$ cat src/rtl/adc_scan_pkg.sv
package adc_scan_pkg;

    localparam int NUM_CH = 4;
    localparam int CH_W   = $clog2(NUM_CH);

    typedef struct packed {
        logic              run;
        logic [NUM_CH-1:0] act;
    } scan_cfg_t;

    typedef enum logic {
        S_IDLE = 1'b0,
        S_WAIT = 1'b1
    } scan_state_t;

    // Lowest enabled channel at or above 'from', wrapping around.
    function automatic logic [CH_W-1:0] next_active(input logic [NUM_CH-1:0] mask,
                                                    input logic [CH_W-1:0]   from);
        logic [CH_W-1:0] pick;
        logic [CH_W-1:0] idx;
        pick = from;
        for (int k = NUM_CH - 1; k >= 0; k--) begin
            idx = from + CH_W'(k);
            if (mask[idx]) pick = idx;
        end
        return pick;
    endfunction

endpackage

$ cat src/rtl/scan_cfg_reg.sv
module scan_cfg_reg
    import adc_scan_pkg::*;
#(
    parameter int                ADDR_W    = 8,
    parameter logic [ADDR_W-1:0] CTRL_ADDR = 8'hD7
) (
    input  logic              clk,
    input  logic              rst,
    input  logic              wr_en,
    input  logic [ADDR_W-1:0] wr_addr,
    input  logic [7:0]        wr_data,
    output logic              run,
    output logic [NUM_CH-1:0] eff_act
);
    localparam int RUN_BIT = 5;
    localparam int CH1_BIT = 4;

    scan_cfg_t cfg;

    always_ff @(posedge clk) begin
        if (rst) begin
            cfg <= '0;
        end else if (wr_en && wr_addr == CTRL_ADDR) begin
            cfg.run <= wr_data[RUN_BIT];
            for (int i = 0; i < NUM_CH; i++) begin
                cfg.act[i] <= wr_data[CH1_BIT - i];
            end
        end
    end

    // Channel 1 gates every other channel.
    always_comb begin
        run     = cfg.run;
        eff_act = cfg.act[0] ? cfg.act : '0;
    end

    a_r4_master_gate: assert property (@(posedge clk) disable iff (rst)
        (eff_act != '0) |-> eff_act[0]);

endmodule

$ cat src/rtl/scan_sched.sv
module scan_sched
    import adc_scan_pkg::*;
(
    input  logic              clk,
    input  logic              rst,
    input  logic              run,
    input  logic [NUM_CH-1:0] eff_act,
    input  logic              conv_done,
    output logic              conv_start,
    output logic [CH_W-1:0]   conv_chan,
    output logic              store_en,
    output logic [CH_W-1:0]   store_chan
);
    scan_state_t     state;
    logic [CH_W-1:0] cur;
    logic [CH_W-1:0] ptr;
    logic [CH_W-1:0] sel;
    logic            go;

    always_comb begin
        sel        = next_active(eff_act, ptr);
        go         = (state == S_IDLE) && run && (eff_act != '0);
        conv_start = go;
        conv_chan  = (state == S_IDLE) ? sel : cur;
        store_en   = (state == S_WAIT) && conv_done;
        store_chan = cur;
    end

    always_ff @(posedge clk) begin
        if (rst) begin
            state <= S_IDLE;
            cur   <= '0;
            ptr   <= '0;
        end else begin
            case (state)
                S_IDLE: if (go) begin
                    state <= S_WAIT;
                    cur   <= sel;
                end
                S_WAIT: if (conv_done) begin
                    state <= S_IDLE;
                    ptr   <= cur + 1'b1;
                end
                default: state <= S_IDLE;
            endcase
        end
    end

    // a start is a single-cycle pulse
    a_r2_single_pulse: assert property (@(posedge clk) disable iff (rst)
        conv_start |=> !conv_start);
    // nothing new starts while one is pending
    a_r2_no_overlap: assert property (@(posedge clk) disable iff (rst)
        (state == S_WAIT) |-> !conv_start);
    // only an enabled channel is requested
    a_r3_active_only: assert property (@(posedge clk) disable iff (rst)
        conv_start |-> eff_act[conv_chan]);
    // no start while frozen
    a_r5_frozen: assert property (@(posedge clk) disable iff (rst)
        !run |-> !conv_start);

endmodule

$ cat src/rtl/scan_result_store.sv
module scan_result_store
    import adc_scan_pkg::*;
#(
    parameter int RES_W = 10
) (
    input  logic             clk,
    input  logic             rst,
    input  logic             store_en,
    input  logic [CH_W-1:0]  store_chan,
    input  logic [RES_W-1:0] store_data,
    input  logic [CH_W-1:0]  rd_chan,
    output logic [RES_W-1:0] rd_data,
    output logic             rd_valid
);
    logic [RES_W-1:0] hold  [NUM_CH];
    logic [NUM_CH-1:0] valid;

    for (genvar g = 0; g < NUM_CH; g++) begin : g_ch
        always_ff @(posedge clk) begin
            if (rst) begin
                hold[g]  <= '0;
                valid[g] <= 1'b0;
            end else if (store_en && store_chan == CH_W'(g)) begin
                hold[g]  <= store_data;
                valid[g] <= 1'b1;
            end
        end

        // valid is sticky
        a_r7_valid_sticky: assert property (@(posedge clk) disable iff (rst)
            valid[g] |=> valid[g]);
        // valid only rises on a completed conversion
        a_r7_valid_cause: assert property (@(posedge clk) disable iff (rst)
            $rose(valid[g]) |-> $past(store_en && store_chan == CH_W'(g)));
        // contents only change on a store for this channel
        a_r6_hold_stable: assert property (@(posedge clk) disable iff (rst)
            !(store_en && store_chan == CH_W'(g)) |=> $stable(hold[g]));
    end

    always_comb begin
        rd_data  = hold[rd_chan];
        rd_valid = valid[rd_chan];
    end

endmodule

$ cat src/rtl/adc_scan_ctrl.sv
module adc_scan_ctrl
    import adc_scan_pkg::*;
#(
    parameter int                ADDR_W    = 8,
    parameter logic [ADDR_W-1:0] CTRL_ADDR = 8'hD7,
    parameter int                RES_W     = 10
) (
    input  logic              clk,
    input  logic              rst,
    input  logic              wr_en,
    input  logic [ADDR_W-1:0] wr_addr,
    input  logic [7:0]        wr_data,
    output logic              conv_start,
    output logic [CH_W-1:0]   conv_chan,
    input  logic              conv_done,
    input  logic [RES_W-1:0]  conv_data,
    input  logic [CH_W-1:0]   rd_chan,
    output logic [RES_W-1:0]  rd_data,
    output logic              rd_valid
);
    logic              run;
    logic [NUM_CH-1:0] eff_act;
    logic              store_en;
    logic [CH_W-1:0]   store_chan;

    scan_cfg_reg #(.ADDR_W(ADDR_W), .CTRL_ADDR(CTRL_ADDR)) u_cfg (
        .clk     (clk),
        .rst     (rst),
        .wr_en   (wr_en),
        .wr_addr (wr_addr),
        .wr_data (wr_data),
        .run     (run),
        .eff_act (eff_act)
    );

    scan_sched u_sched (
        .clk        (clk),
        .rst        (rst),
        .run        (run),
        .eff_act    (eff_act),
        .conv_done  (conv_done),
        .conv_start (conv_start),
        .conv_chan  (conv_chan),
        .store_en   (store_en),
        .store_chan (store_chan)
    );

    scan_result_store #(.RES_W(RES_W)) u_store (
        .clk        (clk),
        .rst        (rst),
        .store_en   (store_en),
        .store_chan (store_chan),
        .store_data (conv_data),
        .rd_chan    (rd_chan),
        .rd_data    (rd_data),
        .rd_valid   (rd_valid)
    );

endmodule

$ cat config.mk
export PLATFORM = sky130hd
export DESIGN_NAME = adc_scan_ctrl
export DESIGN_NICKNAME = d
export VERILOG_FILES = /design/src/rtl/adc_scan_pkg.sv /design/src/rtl/scan_cfg_reg.sv /design/src/rtl/scan_sched.sv /design/src/rtl/scan_result_store.sv /design/src/rtl/adc_scan_ctrl.sv
export SDC_FILE = /design/constraint.sdc
export NUM_CORES = 1
export LEC_CHECK = 0
export BUFFER_PORTS_ARGS = -buffer_cell sky130_fd_sc_hd__buf_4
export CAP_MARGIN = 10
export CORE_MARGIN = 3
export CORE_UTILIZATION = 50
export CTS_CLUSTER_SIZE = 10
export DETAILED_ROUTE_END_ITERATION = 6
export GPL_TIMING_DRIVEN = 0
export PLACE_DENSITY_LB_ADDON = 0.2
export SLEW_MARGIN = 20
export SYNTH_ARGS = -nofsm -noshare
export SYNTH_HDL_FRONTEND = slang
export SYNTH_SLANG_ARGS = --single-unit
$ cat constraint.sdc
create_clock -name clk -period 1.41 [get_ports clk]
set_input_delay 0.2115 -clock clk [delete_from_list [all_inputs] [get_ports clk]]
set_output_delay 0.2115 -clock clk [all_outputs]
set_load 0.05 [all_outputs]
==> metrics.txt <==
wire length per cell=15.38 µm; RSZ-0062 raised after global routing=true; critical path, cell by cell=a21boi_0 > o32ai_2 > o21ai_1 > buf_4; buffers added on ports=42; DR pass1 iterations=4; nets=272; GRT Overall Usage=17.13%; first-pass GRT wire length=7.769 mm; Tcrit/Tclk final=115.5%; gate count of the mapped netlist=185; Iter 0 DRT Violations=75; Worst-Skew Late Latency=0.31 ns; Fmax achieved=0.6139 GHz; largest area contributor in the netlist=edfxtp_1; Vias/cell=5.086; kind of critical path=register to output pin; data required time of the critical path=1.20 ns; number of max-cap violations=0; Area growth syn-to-layout=25.90%; Worst Tran Pin Value=0.4635 ns; share of the synthesized area in the top cell type=47.90%; PD cells=984.6 nW/µm²; WP buf/inv=1; Max Buffers Root-to-Sink=2; Hold Crit Class=input pin to register; CTS tree=built; HPWL Detailed=3.065 mm; P_leak=1.284 nW; CTS root buf=clkbuf_8; grt total ovfl=0; placed instance area=2913 µm²; TritonCTS Buffers=5; Initial Util=52.39%; Seq/Total Area, Yosys=59.08%; # H-tree levels=2; crit path DAT=1.42 ns; Die Wd=76.82 µm; io pins=46; mapped cell area=2507 µm²; Worst Skew=0.01344 ns; final max-slew violation count=0; clock slew at reported path FFs=0.10 ns; min Tclk post-route=1.629 ns; # clock sinks=54; status=finished with violations; syn nets=221; crit path max fanout=6; Antenna diodes=0; design area=3157 µm²; DIE AREA=5901 µm²; CP max stage delay=0.38 ns; post-synthesis area per instance=13.55 µm²; Hold Fails Final Rpt=0; Die Y=76.82 µm; Cells after DPL=294; row cnt=25; slowest CP cell=dfxtp_2; largest net degree at the start of global routing=18; layout cells sized above 1=39.24%; final setup margin=-0.2190 ns; WHS=0.08335 ns; Yosys reg bits=54; vias in the first global route=1,564; violated checks=setup timing; initial antenna violation count=0; final setup fails=13; total wire length=4.677 mm; Worst setup EP type=output pin; slew margin rel.=68.86%; maximum VDD drop=666.1 µV; utilization after layout=65.96%; Post-route DRC=0; Layout Cells excl Fill=304; core area=4786 µm²; pre-CTS setup slack=-0.2964 ns; Sum Neg Setup Slack=-1.872 ns; Placer Congestion=0.7156; Critical Path Start Type=register; ranking of synthesized cells by area=edfxtp_1 (48%), dfxtp_1 (11%), and2_1 (10%); Largest delay share family, worst path=compound AO/OA/AOI/OAI gates; Routed Antenna Nets=0; DR vias=1,546; Tot Pwr=3.108 mW; Ys Warns=0; synth unique cells=31
-- layer usage --
metal	track usage [%]	up-vias	wire (µm)
met3	3.404	2	281
met2	29.70	46	2405
met4	4.891	0	29
li1	-	762	-
met5	0	-	0
met1	21.76	736	1960
-- report_power, final --
part	total, mW	internal (mW)	switching, mW
Clock	1.04	0.533	0.509
Combinational	0.328	0.143	0.185
Sequential	1.74	1.73	0.00953
Total	3.11	2.40	0.704
-- worst reg2reg max path: stages (launching register included) --
cell and delay (ns):
dfxtp_4 0.37, and2_4 0.14, buf_6 0.13, and3_4 0.19, buf_6 0.14, and2_1 0.15
-- worst paths after layout --
path,from,end,slack (ns),depth (start not counted)
setup / recovery,u_sched.ptr[0],conv_chan[1],-0.22,4
hold / removal,rst,u_sched.state,0.08,2
setup reg to reg,u_sched.state,u_store.hold[1][8],0.05,5
hold reg to reg,u_store.valid[2],u_store.valid[2],0.45,1
-- registers in the layout (all words and copies together), names as in the netlist --
signal and flops:
u_store.hold 40, u_cfg.cfg 4, u_sched.state 1, u_store.valid 4
u_sched.store_chan 2, u_cfg.run 1, u_sched.ptr 2
-- final cells by class --
cell class                 count  area (µm²)
multi-input combinational    116       983.4
clock buffer                   5       68.82
buffer                         9       75.07
inverter                       6       22.52
clock inverter                 3       43.79
tap                           67       83.83
sequential                    54        1500
fill                         386        1629
timing repair buffer          44       379.1
-- cell usage after synthesis --
master     n
a21oi_1    2
and3_4     1
inv_1      6
nand3_1    1
and3_1     3
nand2b_1   2
a211oi_1   1
a21boi_0   1
o21ai_0    3
buf_4      1
and2_1    41
and3b_1    2
a21o_1     4
mux4_2    11
nor2b_1    2
nor4_4     1
nand3b_1   1
nor2_1     2
o32ai_1    1
edfxtp_1  40
nand4b_4   1
clkbuf_1   2
dfxtp_1   14
buf_2      3
mux2i_1    5
nand2_1   22
o31ai_1    2
a31oi_1    2
and2_4     1
buf_6      3
ha_1       4
-- kinds of logic after synthesis --
logic type / count (synthesis) / synth area share (%)
AND/OR/NAND/NOR: 80 / 19.36
flip-flops: 54 / 59.08
AO/OA/AOI/OAI: 16 / 4.241
multiplexers: 16 / 11.88
buffers and inverters: 15 / 3.443
adder cells (fa/ha/maj): 4 / 1.996
-- what timing repair did --
| action | in CTS | in global routing |
|---|---|---|
| hold buffers | 0 | 0 |
| pin swaps | 1 | 1 |
| gates resized for setup | 29 | 12 |
| endpoints found under the setup margin | 81 | 42 |
| buffers inserted | 1 | 1 |
| cloned | 0 | 0 |
-- placed cells by master (no fill, tap or decap), drive strengths merged, types with 5 or more instances in the layout --
master,Yosys,final
buf,7,51
dfxtp,14,14
and2,42,42
edfxtp,40,40
nand2,22,22
inv,6,7
clkbuf,2,7
mux4,11,11
mux2i,5,5
Power figures use the tool's default switching activity.
